--- src/rtl/vseq_pkg.sv ---
package vseq_pkg;

  typedef enum logic [1:0] {
    ACT_SKIP  = 2'd0,
    ACT_ISSUE = 2'd1,
    ACT_ZERO  = 2'd2,
    ACT_CUT   = 2'd3
  } elem_act_e;

  function automatic logic [2:0] grp_size(input logic [1:0] enc);
    return {1'b0, enc} + 3'd1;
  endfunction

endpackage

--- src/rtl/vseq_opaddr.sv ---
module vseq_opaddr #(
  parameter int REG_W = 7,
  parameter int EI_W  = 3
) (
  input  logic [REG_W-1:0] base,
  input  logic             is_vec,
  input  logic [EI_W-1:0]  elem,
  input  logic [1:0]       sub,
  input  logic [2:0]       sub_n,
  output logic [REG_W-1:0] addr
);
  localparam int OW = EI_W + 3;

  function automatic logic [REG_W-1:0] step_addr(
    input logic [REG_W-1:0] b, input logic [EI_W-1:0] e,
    input logic [1:0] s, input logic [2:0] n);
    logic [OW-1:0] off;
    off = OW'(e) * OW'(n) + OW'(s);
    return b + REG_W'(off);
  endfunction

  assign addr = is_vec ? step_addr(base, elem, sub, sub_n) : base;
endmodule

--- src/rtl/vseq_pred.sv ---
module vseq_pred
  import vseq_pkg::*;
(
  input  logic      mask_bit,
  input  logic      zeroing,
  input  logic      ffirst,
  output elem_act_e act
);
  always_comb begin
    if (mask_bit)            act = ACT_ISSUE;
    else if (zeroing && ffirst) act = ACT_CUT;
    else if (zeroing)        act = ACT_ZERO;
    else                     act = ACT_SKIP;
  end
endmodule

--- src/rtl/vec_elem_seq.sv ---
module vec_elem_seq
  import vseq_pkg::*;
#(
  parameter int MAXVL = 8,
  parameter int REG_W = 7,
  localparam int VL_W = $clog2(MAXVL + 1),
  localparam int EI_W = $clog2(MAXVL)
) (
  input  logic             clk,
  input  logic             rst_n,
  input  logic             start,
  input  logic             vl_en,
  input  logic [VL_W-1:0]  vl_len,
  input  logic [1:0]       subvl_enc,
  input  logic [REG_W-1:0] rd,
  input  logic [REG_W-1:0] rs1,
  input  logic [REG_W-1:0] rs2,
  input  logic             rd_vec,
  input  logic             rs1_vec,
  input  logic             rs2_vec,
  input  logic [MAXVL-1:0] pred_mask,
  input  logic             pred_zero,
  input  logic             pred_ffirst,
  input  logic             rsp_zero,
  input  logic             rsp_exc,
  output logic             hold_pc,
  output logic             issue_valid,
  output logic             issue_zero,
  output logic [REG_W-1:0] issue_rd,
  output logic [REG_W-1:0] issue_rs1,
  output logic [REG_W-1:0] issue_rs2,
  output logic             done,
  output logic             trap,
  output logic             vl_upd_valid,
  output logic [VL_W-1:0]  vl_upd,
  output logic [EI_W-1:0]  elem_off,
  output logic [1:0]       sub_off
);
  localparam int NOPS = 3;

  logic             busy_q, pass_q, zer_q, ff_q;
  logic [VL_W-1:0]  vl_q;
  logic [2:0]       subn_q;
  logic [MAXVL-1:0] mask_q;
  logic [REG_W-1:0] base_q [NOPS];
  logic [NOPS-1:0]  vec_q;
  logic [EI_W-1:0]  elem_q;
  logic [1:0]       sub_q;

  logic             take, is_pass;
  logic [EI_W-1:0]  e_cur;
  logic [1:0]       s_cur;
  elem_act_e        act;
  logic             last_sub, last_elem, grp_end;
  logic             ev_exc, ev_cut, ev_fin, ev_step;
  logic [REG_W-1:0] addr_arr [NOPS];

  assign take    = start && !busy_q;
  assign is_pass = !vl_en || !(rd_vec || rs1_vec || rs2_vec);

  always_ff @(posedge clk or negedge rst_n) begin
    if (!rst_n) begin
      busy_q <= 1'b0; pass_q <= 1'b0; zer_q <= 1'b0; ff_q <= 1'b0;
      vl_q   <= '0;   subn_q <= 3'd1; mask_q <= '0;  vec_q <= '0;
      for (int i = 0; i < NOPS; i++) base_q[i] <= '0;
    end else if (take) begin
      busy_q    <= 1'b1;
      pass_q    <= is_pass;
      zer_q     <= pred_zero && !is_pass;
      ff_q      <= pred_ffirst && !is_pass;
      vl_q      <= is_pass ? VL_W'(1) : vl_len;
      subn_q    <= is_pass ? 3'd1 : grp_size(subvl_enc);
      mask_q    <= is_pass ? '1 : pred_mask;
      vec_q     <= is_pass ? '0 : {rs2_vec, rs1_vec, rd_vec};
      base_q[0] <= rd;
      base_q[1] <= rs1;
      base_q[2] <= rs2;
    end else if (done || trap) begin
      busy_q <= 1'b0;
    end
  end

  assign e_cur = pass_q ? '0 : elem_q;
  assign s_cur = pass_q ? '0 : sub_q;

  vseq_pred u_pred (
    .mask_bit (mask_q[e_cur]),
    .zeroing  (zer_q),
    .ffirst   (ff_q),
    .act      (act)
  );

  for (genvar g = 0; g < NOPS; g++) begin : g_op
    vseq_opaddr #(.REG_W(REG_W), .EI_W(EI_W)) u_addr (
      .base   (base_q[g]),
      .is_vec (vec_q[g]),
      .elem   (e_cur),
      .sub    (s_cur),
      .sub_n  (subn_q),
      .addr   (addr_arr[g])
    );
  end

  assign last_sub  = ({1'b0, s_cur} == (subn_q - 3'd1));
  assign last_elem = (VL_W'(e_cur) == (vl_q - VL_W'(1)));

  assign issue_valid = busy_q && (act == ACT_ISSUE);
  assign issue_zero  = busy_q && (act == ACT_ZERO);
  assign issue_rd    = addr_arr[0];
  assign issue_rs1   = addr_arr[1];
  assign issue_rs2   = addr_arr[2];

  assign ev_exc  = issue_valid && rsp_exc;
  assign ev_cut  = busy_q && ((act == ACT_CUT) ||
                              (issue_valid && !rsp_exc && ff_q && rsp_zero));
  assign grp_end = (act == ACT_SKIP) ||
                   (last_sub && (act == ACT_ZERO || (act == ACT_ISSUE && !rsp_exc)));
  assign ev_fin  = busy_q && !ev_exc && !ev_cut && grp_end &&
                   (last_elem || (act == ACT_ISSUE && !vec_q[0]));
  assign ev_step = busy_q && !ev_exc && !ev_cut && !ev_fin && !pass_q;

  assign done         = ev_fin || ev_cut;
  assign trap         = ev_exc;
  assign vl_upd_valid = ev_cut;
  assign vl_upd       = VL_W'(e_cur);
  assign hold_pc      = busy_q;

  always_ff @(posedge clk or negedge rst_n) begin
    if (!rst_n) begin
      elem_q <= '0;
      sub_q  <= '0;
    end else if (done && !pass_q) begin
      elem_q <= '0;
      sub_q  <= '0;
    end else if (ev_step) begin
      if (grp_end) begin
        elem_q <= elem_q + EI_W'(1);
        sub_q  <= '0;
      end else begin
        sub_q  <= sub_q + 2'd1;
      end
    end
  end

  assign elem_off = elem_q;
  assign sub_off  = sub_q;


  end_drops_hold_chk: assert property (@(posedge clk) disable iff (!rst_n)
    (done || trap) |=> !hold_pc);


  in_order_chk: assert property (@(posedge clk) disable iff (!rst_n)
    (hold_pc && $past(hold_pc)) |-> (elem_off >= $past(elem_off)));


  trap_keeps_offs_chk: assert property (@(posedge clk) disable iff (!rst_n)
    trap |=> ($stable(elem_off) && $stable(sub_off)));


  finish_clears_offs_chk: assert property (@(posedge clk) disable iff (!rst_n)
    (done && !pass_q) |=> (elem_off == '0 && sub_off == '0));


  cut_shorter_chk: assert property (@(posedge clk) disable iff (!rst_n)
    vl_upd_valid |-> (done && vl_upd < vl_q));


  pass_single_chk: assert property (@(posedge clk) disable iff (!rst_n)
    (hold_pc && pass_q && issue_valid) |-> (done || trap));
endmodule

--- config.mk ---
export PLATFORM = sky130hd
export DESIGN_NAME = vec_elem_seq
export DESIGN_NICKNAME = d
export VERILOG_FILES = /design/src/rtl/vseq_pkg.sv /design/src/rtl/vseq_opaddr.sv /design/src/rtl/vseq_pred.sv /design/src/rtl/vec_elem_seq.sv
export SDC_FILE = /design/constraint.sdc
export NUM_CORES = 1
export LEC_CHECK = 0
export BUFFER_PORTS_ARGS = -buffer_cell sky130_fd_sc_hd__buf_2
export CORE_MARGIN = 3
export CORE_UTILIZATION = 45
export CTS_BUF_LIST = sky130_fd_sc_hd__clkbuf_16
export DETAILED_ROUTE_END_ITERATION = 10
export PLACE_DENSITY = 0.69
export SETUP_SLACK_MARGIN = 0.02
export SLEW_MARGIN = 15
export SYNTH_ARGS = -nofsm -noshare
export SYNTH_HDL_FRONTEND = slang
export SYNTH_SLANG_ARGS = --single-unit
--- constraint.sdc ---
create_clock -name clk -period 4.3 [get_ports clk]
set_input_delay 0.215 -clock clk [delete_from_list [all_inputs] [get_ports clk]]
set_output_delay 0.215 -clock clk [all_outputs]
set_load 0.005 [all_outputs]
==> impl_metrics.toml <==
[run_status]
status = "finished, violations left"
violations = "hold timing"

[worst_setup_path]
arrival_ns = 3.89
critPathLaunchType = "flop"
critPathMaxFanout = 7
worst-r2r-setup-slack_ns = 1.77
r2r-end = "elem_off[2]$_DFFE_PN0P_"
critPathRequiredTime_ns = 4.09
endpoint_kind = "output pin"
setup.worst_path.class = "flop to output pin"
r2r-start = "pass_q$_DFFE_PN0P_"
r2r.worst_path.cells = 9

[clock_network]
cts_hold_buf = 0
cts_sinks = 48
clk_pin_slew_ns = 0.08
cts_tree = "yes"
cts_max_level = 2
clock-root-buffer = "clkbuf_16"
numCtsBuffers = 5
clk_latency_ns = 0.29
clock_tree.buffer_depth = 2

[logic_synthesis]
syn_area_sq_um = 3416
yosysWarnings = 0
yosys_register_bits = 48
synth-edff-count = 0
netlist.top_cell.by_area = "dfrtp_1"
synth-seq-area-share_pct = 35.20
synth_top_area_share_pct = 34.43
ys.flop_type = "dfrtp_1"
synth_cells = 355
async_flop_share_pct = 100.0
syn_avg_cell_area_sq_um = 9.622
synth_nets = 442
synth.distinct_cells = 51
synth_area_leaders = "dfrtp_1 (34%), ha_1 (13%), nand2_1 (8.5%)"

[placement]
io_buffer_count = 80
dp_cells = 522
gp_congestion = 0.8591
placed_area_sq_um = 3892
dpl.hpwl_um = 6057

[finish]
final_area_sq_um = 4161
finalNonFillerCells = 536
final_common_cell = "buf_2"
layout-drive-gt1-share_pct = 32.04
utilization_pct = 57.07
num-nets-final = 523
diodes = 0
layout_common_cells = "buf_2 (79), nand2_1 (77), dfrtp_1 (45)"
area_growth_pct = 21.83

[sta]
fmax_mhz = 243.4
finClkSkew_ns = 0.009693
finalHoldViolCount = 47
tns_ns = 0
worst_slew_pin_slew_ns = 0.6730
slew_headroom_pct = 55.06
finalCritPeriodShare_pct = 95.54
setup_viol = 0
slew_viol_final = 0
whs_ns = -0.06144
rsz0062_at_grt = "no"
fin_crit_ns = 4.108

[global_route]
grt_pass1_vias = 2806
grt_overflow = 0
grt.total_usage_pct = 19.10
antenna_found_initial = 0
grt_pass1_wl_um = 13210
grt_max_degree = 49

[flow_run]
cap_violations = 0

[hold_path]
hold_class = "primary input to async pin"

[detailed_routing]
postRouteAntennaNets = 0
vias_per_cell = 5.263
drt_iter0_drc = 66
drcViolationCount = 0
routed-via-count = 2821
post_drt_wl_per_cell_um = 15.23
postRouteWirelength_um = 8162
dr.pass1.iters = 4

[floorplanning]
row_count = 31
start_util_pct = 46.84
ios = 82
core_area_sq_um = 7292
die_y_um = 93.13
die-area_sq_um = 8672
chipWidth_um = 93.13

[power]
p_leak_nw = 2.266
vdd_drop_max_mv = 0.2933
power.density_nw_per_um2 = 734.6
total_power_mw = 3.057
## synthesized netlist by cell type (all sizes together) (3+ instances only)
library cell,count
dfrtp,47
o21bai,5
xnor2,18
nand2,77
fa,5
o211ai,3
xor2,7
mux2,17
inv,6
nor3b,3
and2b,5
mux2i,3
nand2b,4
o22a,7
and2,10
ha,36
nor2,11
o21a,3
nand3,5
a21oi,13
clkbuf,8
nor2b,5
a21o,16
o21ai,7
buf,8
a22o,6
## worst max path at each step
stage / startpoint / endpoint / slack (ns) / depth (start not counted)
4_1_cts: elem_off[2]$_DFFE_PN0P_ / issue_rs1[6] / 0.04 / 13
6_report: elem_off[2]$_DFFE_PN0P_ / issue_rs1[6] / 0.19 / 14
5_1_grt: elem_off[2]$_DFFE_PN0P_ / issue_rs1[5] / 0.01 / 14
3_3_place_gp: pass_q$_DFFE_PN0P_ / issue_rs2[6] / 0.29 / 14
2_1_floorplan: elem_off[0]$_DFFE_PN0P_ / issue_rd[6] / 0.57 / 14
3_5_place_dp: pass_q$_DFFE_PN0P_ / issue_rs2[6] / 0.19 / 14
## worst max-delay path, cell delays in order, from the launching register on
cell and delay, ns:
dfrtp_2 0.44, and2b_2 0.26, and2_1 0.18, fa_1 0.45, ha_1 0.34, ha_1 0.30, a21o_1 0.19, a21oi_2 0.19
xnor2_2 0.22, ha_1 0.32, nor2b_1 0.14, o21a_1 0.17, o21ai_1 0.15, xnor2_1 0.12, buf_2 0.12
## logic make-up (layout without fill, tap and decap cells)
| group | count (synthesis) | after routing | synth area share [%] |
|---|---|---|---|
| AO/OA/AOI/OAI | 71 | 71 | 15.24 |
| AND/OR/NAND/NOR | 127 | 127 | 17.33 |
| multiplexers | 20 | 20 | 6.593 |
| flip-flops | 48 | 48 | 35.20 |
| adder cells (fa/ha/maj) | 41 | 41 | 16.12 |
| XOR/XNOR | 25 | 25 | 6.410 |
| buffers and inverters | 22 | 104 | 3.003 |
| other | 1 | 1 | 0.1098 |
## report_power, final
group | internal [mW] | switching (mW)
Sequential | 0.648 | 0.207
Clock | 0.277 | 0.187
Combinational | 0.883 | 0.856
## layout make-up
cell class                      count  area, sq um
Fill cell                         686         3131
Sequential cell                    48         1205
Inverter                            6        22.52
Tap cell                           99        123.9
Clock buffer                        5        125.1
Timing Repair Buffer               90        478.0
Multi-Input combinational cell    285         2161
Clock inverter                      3        46.29
## sequential cells by signal, summed over array words and instances, names as in the netlist
signal,count
base_q,21
elem_off,3
ff_q,1
hold_pc,1
mask_q,8
pass_q,1
sub_off,2
subn_q,3
vec_q,3
vl_q,4
zer_q,1
## layer usage
metal	vias to the layer above	share of wire (%)	global-route usage, %
li1	1395	-	-
met1	1367	46	25.77
met2	51	49	31.79
met3	8	3.9	3.218
met4	0	1.1	5.128
met5	-	0	0
## what timing repair did
item,in CTS,in global routing
endpoints found under the setup margin,6,6
buffers inserted,2,4
pin swaps,0,5
resized for setup,4,9
## stage by stage
| stage | hold WS (ns) | worst slack [ns] |
|---|---|---|
| global route | 0.005688 | 0.01349 |
| finish | -0.06144 | 0.1919 |
| global placement | 0.4037 | 0.2875 |
| detailed placement | 0.4065 | 0.1932 |
| CTS | 0.09954 | 0.04240 |
| floorplan | -0.08059 | 0.5666 |
Power figures use the tool's default switching activity.
